**src/rtl/hz_pkg.sv**
```systemverilog
package hz_pkg;

    localparam int REG_AW   = 5;   // register index width
    localparam int N_TRACK  = 5;   // tracked stages EX, DF, DS, TC, WB
    localparam int LOAD_WIN = 2;   // stages in which load data is not yet ready
    localparam int FWD_WIN  = 4;   // stages that can feed an operand

    typedef logic [REG_AW-1:0] reg_idx_t;

    typedef enum logic [2:0] {
        CLS_NOP   = 3'd0,
        CLS_ALU   = 3'd1,
        CLS_LOAD  = 3'd2,
        CLS_STORE = 3'd3,
        CLS_BR    = 3'd4,
        CLS_BRL   = 3'd5
    } op_cls_e;

    typedef enum logic [1:0] {
        PC_SEQ    = 2'd0,
        PC_HOLD   = 2'd1,
        PC_TARGET = 2'd2
    } pc_sel_e;

    typedef enum logic [2:0] {
        FWD_NONE = 3'd0,
        FWD_DF   = 3'd1,
        FWD_DS   = 3'd2,
        FWD_TC   = 3'd3,
        FWD_WB   = 3'd4
    } fwd_e;

    typedef struct packed {
        logic     valid;
        op_cls_e  cls;
        reg_idx_t dst;
        logic     we;
    } stage_rec_t;

    function automatic logic writes_reg(op_cls_e c);
        return (c == CLS_ALU) || (c == CLS_LOAD);
    endfunction

    function automatic logic is_branch(op_cls_e c);
        return (c == CLS_BR) || (c == CLS_BRL);
    endfunction

    function automatic logic reads_dst(reg_idx_t src, reg_idx_t dst);
        return (src != '0) && (src == dst);
    endfunction

endpackage

```
**src/rtl/hz_stage_track.sv**
```systemverilog
module hz_stage_track
    import hz_pkg::*;
#(
    parameter int N = N_TRACK
) (
    input  logic                 clk,
    input  logic                 rst,
    input  stage_rec_t           entry,
    output stage_rec_t [N-1:0]   st
);

    always_ff @(posedge clk) begin
        if (rst) begin
            st <= '0;
        end else begin
            st[0] <= entry;
            for (int i = 1; i < N; i++) begin
                st[i] <= st[i-1];
            end
        end
    end

endmodule

```
**src/rtl/hz_load_use.sv**
```systemverilog
module hz_load_use
    import hz_pkg::*;
#(
    parameter int WIN = LOAD_WIN
) (
    input  logic                 rf_valid,
    input  reg_idx_t             src_a,
    input  reg_idx_t             src_b,
    input  stage_rec_t [WIN-1:0] st,
    output logic                 hit
);

    logic [WIN-1:0] per_stage;

    for (genvar i = 0; i < WIN; i++) begin : g_win
        assign per_stage[i] = st[i].valid && st[i].we && (st[i].cls == CLS_LOAD)
                            && (reads_dst(src_a, st[i].dst) || reads_dst(src_b, st[i].dst));
    end

    assign hit = rf_valid && (|per_stage);

endmodule

```
**src/rtl/hz_fwd_sel.sv**
```systemverilog
module hz_fwd_sel
    import hz_pkg::*;
#(
    parameter int WIN = FWD_WIN
) (
    input  reg_idx_t             src,
    input  stage_rec_t [WIN-1:0] st,
    output fwd_e                 sel
);

    localparam int SW = $bits(fwd_e);

    // Scan from oldest to youngest so the nearest writer is the last one kept.
    always_comb begin
        sel = FWD_NONE;
        for (int i = WIN - 1; i >= 0; i--) begin
            if (st[i].valid && st[i].we && reads_dst(src, st[i].dst)) begin
                sel = fwd_e'(SW'(i + 1));
            end
        end
    end

endmodule

```
**src/rtl/hz_branch_ctl.sv**
```systemverilog
module hz_branch_ctl
    import hz_pkg::*;
(
    input  logic       clk,
    input  logic       rst,
    input  stage_rec_t ex,
    input  logic       ex_taken,
    input  logic       rf_valid,
    input  logic       load_hit,
    output logic       redirect,
    output logic       annul,
    output logic       stall,
    output pc_sel_e    pc_sel
);

    logic br_in_ex;

    assign br_in_ex = ex.valid && is_branch(ex.cls);
    assign redirect = br_in_ex && ex_taken;
    assign annul    = rf_valid && br_in_ex && (ex.cls == CLS_BRL) && !ex_taken;
    assign stall    = load_hit && !annul;

    always_comb begin
        if (redirect)   pc_sel = PC_TARGET;
        else if (stall) pc_sel = PC_HOLD;
        else            pc_sel = PC_SEQ;
    end

    // a held front end never fetches sequentially
    a_r2_hold_not_seq: assert property (@(posedge clk) disable iff (rst)
        stall |-> (pc_sel != PC_SEQ));

    // a taken branch always steers fetch to its target
    a_r6_taken_target: assert property (@(posedge clk) disable iff (rst)
        redirect |-> (pc_sel == PC_TARGET));

    // a cancelled slot is never held waiting for data
    a_r7_annul_no_hold: assert property (@(posedge clk) disable iff (rst)
        annul |-> !stall);

endmodule

```
**src/rtl/pipe_hazard_ctrl.sv**
```systemverilog
module pipe_hazard_ctrl
    import hz_pkg::*;
(
    input  logic                clk,
    input  logic                rst,
    input  logic                rf_valid,
    input  logic [2:0]          rf_cls,
    input  logic [REG_AW-1:0]   rf_src_a,
    input  logic [REG_AW-1:0]   rf_src_b,
    input  logic [REG_AW-1:0]   rf_dst,
    input  logic                ex_taken,
    output logic                front_hold,
    output logic                ex_bubble,
    output logic                kill_front,
    output logic                kill_rf,
    output logic [1:0]          pc_sel,
    output logic [2:0]          fwd_a,
    output logic [2:0]          fwd_b,
    output logic                wb_we,
    output logic [REG_AW-1:0]   wb_dst
);

    localparam int WB_IDX = N_TRACK - 1;

    op_cls_e                  cls_in;
    stage_rec_t               entry;
    stage_rec_t [N_TRACK-1:0] st;
    logic                     load_hit, redirect, annul, stall;
    pc_sel_e                  pc_sel_e_w;
    fwd_e                     fa, fb;

    assign cls_in = op_cls_e'(rf_cls);

    hz_stage_track #(.N(N_TRACK)) u_track (
        .clk   (clk),
        .rst   (rst),
        .entry (entry),
        .st    (st)
    );

    hz_load_use #(.WIN(LOAD_WIN)) u_load_use (
        .rf_valid (rf_valid),
        .src_a    (rf_src_a),
        .src_b    (rf_src_b),
        .st       (st[LOAD_WIN-1:0]),
        .hit      (load_hit)
    );

    hz_branch_ctl u_branch (
        .clk      (clk),
        .rst      (rst),
        .ex       (st[0]),
        .ex_taken (ex_taken),
        .rf_valid (rf_valid),
        .load_hit (load_hit),
        .redirect (redirect),
        .annul    (annul),
        .stall    (stall),
        .pc_sel   (pc_sel_e_w)
    );

    hz_fwd_sel #(.WIN(FWD_WIN)) u_fwd_a (
        .src (rf_src_a),
        .st  (st[FWD_WIN-1:0]),
        .sel (fa)
    );

    hz_fwd_sel #(.WIN(FWD_WIN)) u_fwd_b (
        .src (rf_src_b),
        .st  (st[FWD_WIN-1:0]),
        .sel (fb)
    );

    // A held or cancelled RF instruction becomes an empty, non-writing record.
    always_comb begin
        entry.valid = rf_valid && !stall && !annul;
        entry.cls   = entry.valid ? cls_in : CLS_NOP;
        entry.dst   = rf_dst;
        entry.we    = entry.valid && writes_reg(cls_in);
    end

    assign front_hold = stall;
    assign ex_bubble  = stall || annul;
    assign kill_front = redirect;
    assign kill_rf    = annul;
    assign pc_sel     = pc_sel_e_w;
    assign fwd_a      = fa;
    assign fwd_b      = fb;
    assign wb_we      = st[WB_IDX].valid && st[WB_IDX].we;
    assign wb_dst     = wb_we ? st[WB_IDX].dst : '0;

    // the cancelled slot lands in EX with no write enable
    a_r7_slot_nowrite: assert property (@(posedge clk) disable iff (rst)
        kill_rf |=> !st[0].we);

    // a load-use hold never lasts beyond two cycles
    a_r3_hold_max_two: assert property (@(posedge clk) disable iff (rst)
        (front_hold && $past(front_hold)) |=> !front_hold);

endmodule

```
**config.mk**
```make
export PLATFORM = sky130hd
export DESIGN_NAME = pipe_hazard_ctrl
export DESIGN_NICKNAME = d
export VERILOG_FILES = /design/src/rtl/hz_pkg.sv /design/src/rtl/hz_stage_track.sv /design/src/rtl/hz_load_use.sv /design/src/rtl/hz_fwd_sel.sv /design/src/rtl/hz_branch_ctl.sv /design/src/rtl/pipe_hazard_ctrl.sv
export SDC_FILE = /design/constraint.sdc
export NUM_CORES = 1
export LEC_CHECK = 0
export BUFFER_PORTS_ARGS = -buffer_cell sky130_fd_sc_hd__buf_2
export CAP_MARGIN = 20
export CORE_MARGIN = 1
export CORE_UTILIZATION = 55
export CTS_CLUSTER_DIAMETER = 50
export DETAILED_ROUTE_END_ITERATION = 8
export GPL_TIMING_DRIVEN = 1
export PLACE_DENSITY_LB_ADDON = 0.3
export SLEW_MARGIN = 0
export SYNTH_ARGS = -nofsm -noshare
export SYNTH_HDL_FRONTEND = slang
export SYNTH_SLANG_ARGS = --single-unit
```
**constraint.sdc**
```tcl
create_clock -name clk -period 4.8 [get_ports clk]
set_input_delay 0.72 -clock clk [delete_from_list [all_inputs] [get_ports clk]]
set_output_delay 0.72 -clock clk [all_outputs]
set_load 0.02 [all_outputs]
```
==> impl_metrics.py <==
metrics = {
    "cts": {
        "cts_root_buf": "clkbuf_4",
        "cts_sinks": 41,
        "clockBufferDepth": 2,
        "post_cts_buffers": 0,
        "cts_tree": "yes",
        "htreeDepth": 2,
        "numCtsBuffers": 5,
        "cts_hold_buffers": 0,
        "cts.repair.resized": 0,
        "clk-insertion-delay-late_ns": 0.34,
        "clk_pin_slew_ns": 0.11,
    },
    "cells_and_area": {
        "layout_commonest_cell": "dfxtp_1",
        "largest_reg_flops": 41,
        "largest_register": "u_track.st",
        "finalNonFillerCells": 273,
        "final_nets": 248,
        "fin_area_um2": 2250,
        "top_regs": "u_track.st (41)",
        "fillers": 277,
        "num_antenna_cells": 0,
        "layout-drive-gt1-share_pct": 26.4,
        "ff_latch_area_um2": 821,
        "multiInputGateArea_um2": 1070,
        "final_cell_mix": "41 x dfxtp_1, 39 x buf_2, 38 x nor2b_1, 31 x xnor2_1, 10 x xor2_1",
        "area.growth.synth_to_final_pct": 14.1,
    },
    "worst_setup_path": {
        "cp-end-kind": "output pin",
        "ff2ff_setup_slack_ns": 3.11,
        "path_class": "primary input to output pin",
        "required_ns": 4.08,
        "worstPathMaxFanout": 5,
        "worst_setup_path_start_kind": "primary input",
        "crit_arrival_ns": 2.38,
    },
    "sta": {
        "fin_skew_ns": 0.00821,
        "slew-limit-headroom_pct": 52.4,
        "worst_slew_pin_slew_ns": 0.714,
        "hold_viol": 0,
        "rsz0062_at_grt": "false",
        "fmax_mhz": 323,
        "period_minus_slack_ns": 3.10,
        "slew_viol_final": 0,
        "tns_ns": 0,
        "setup_viol": 0,
        "fin_crit_sh_pct": 64.5,
    },
    "global_route": {
        "grt_max_degree": 42,
        "grt_pass1_wl_um": 5590,
        "antenna_found_initial": 0,
        "first_global_vias": 1282,
        "grt_use_total_pct": 20.5,
        "grt-ovfl-total": 0,
    },
    "placement": {
        "dpl.hpwl_um": 2710,
        "io_buffers": 39,
        "place_area_um2": 2150,
        "gp_congestion": 0.882,
        "dp_cells": 265,
    },
    "run": {
        "cap_violations": 0,
    },
    "logic_synthesis": {
        "syn_nets": 217,
        "synth-edff-count": 0,
        "ys.flop_type": "dfxtp_1",
        "yosysSeqAreaShare_pct": 41.5,
        "ys_ff_latch": 41,
        "async_flop_share_pct": 0,
        "syn-cell-area_um2": 1980,
        "syn_inst": 195,
        "synth.distinct_cells": 36,
        "synth_warnings": 0,
        "avgSynthCellArea_um2": 10.1,
    },
    "floorplanning": {
        "start_util_pct": 58.3,
        "die_w_um": 61.9,
        "fp-row-count": 21,
        "io_pins": 40,
        "fp.coreArea_um2": 3390,
        "fp.dieArea_um2": 3840,
        "die_y_um": 61.9,
    },
    "detailed_routing": {
        "drc_errors": 0,
        "drt_iter0_markers": 49,
        "routedWlPerCell_um": 12.8,
        "firstDrtPassIters": 4,
        "ant_nets": 0,
        "via_count": 1403,
        "via_per_inst": 5.14,
        "finalWirelength_um": 3480,
    },
    "min_path": {
        "min_path_type": "flop to flop",
    },
    "power_and_ir_drop": {
        "peakVddDrop_mv": 0.205,
        "leakagePower_uw": 0.000907,
        "powerDensity_nw_per_um2": 308,
    },
    "run_status": {
        "status": "finished clean",
    },
}
[critical path: stages]
cell and delay [ns]:
buf_2 0.15, or4_4 0.55, nor2_4 0.14, nor4_2 0.08
and3_4 0.19, nor4_1 0.23, and2_1 0.15, buf_2 0.16
[logic make-up after synthesis]
kind of cell / synth area share, %
DFF: 41.5
and+or+nand+nor: 31.3
buffers and inverters: 4.12
AOI/OAI and AO/OA: 4.81
xor gates and xnor gates: 18.2
[worst paths after layout]
check                                 endpoint      startpoint  cells after the start
worst max-delay path                  fwd_b[2]     rf_src_b[2]                      8
worst min-delay path            u_track.st[39]  u_track.st[29]                      1
worst max register to register   u_track.st[9]  u_track.st[15]                      6
worst min register to register  u_track.st[39]  u_track.st[29]                      1
[synthesized netlist by cell type, types with 2 or more instances]
| library cell | number | share of area (%) |
|---|---|---|
| dfxtp_1 | 41 | 42 |
| nor2b_1 | 38 | 12 |
| xnor2_1 | 31 | 14 |
| xor2_1 | 10 | 4.4 |
| buf_2 | 8 | 2.0 |
| and3_1 | 7 | 2.2 |
| nand3_1 | 6 | 1.5 |
| nand4_1 | 5 | 1.6 |
| nor2_1 | 5 | 0.95 |
| and2_1 | 4 | 1.3 |
| clkbuf_1 | 4 | 0.76 |
| nand2_1 | 3 | 0.57 |
| nor4_2 | 3 | 1.9 |
| nor4b_2 | 3 | 2.3 |
| nor3_1 | 2 | 0.51 |
| nor3b_1 | 2 | 0.76 |
| nor4_1 | 2 | 0.63 |
| o2111ai_4 | 2 | 2.7 |
| or4_1 | 2 | 0.76 |
[per-layer routing]
metal  routed length, µm  track usage, %  vias to the layer above
met5                   0               0                        -
met4                  27            8.89                        0
met3                 148            6.21                        4
met2                1760            34.6                       35
met1                1550            24.2                      657
li1                    -               -                      707
[where the power goes]
| part | switching, µW | internal [µW] | total, µW |
|---|---|---|---|
| combinational | 34.5 | 32.2 | 66.7 |
| sequential | 9.57 | 350 | 360 |
| clock | 107 | 161 | 268 |
[stage by stage]
step           setup WS [ns]  total power, µW  hold slack (ns)  utilization (%)
2_1_floorplan           1.50              419            0.438                -
3_3_place_gp            1.71              433            0.445             63.5
3_5_place_dp            1.70              434            0.453             63.5
4_1_cts                 1.69              703            0.474             66.5
5_1_grt                 1.57              726            0.493             66.5
6_report                1.70              694            0.473             66.5
[area by class of cell]
type	count	share of cell area (%)
clock buffer	5	1.67
tap	46	2.55
clock inverter	3	2.89
inverter	1	0.167
sequential	41	36.4
multi-input combinational	138	47.6
timing repair buffer	39	8.66
Power figures use the tool's default switching activity.
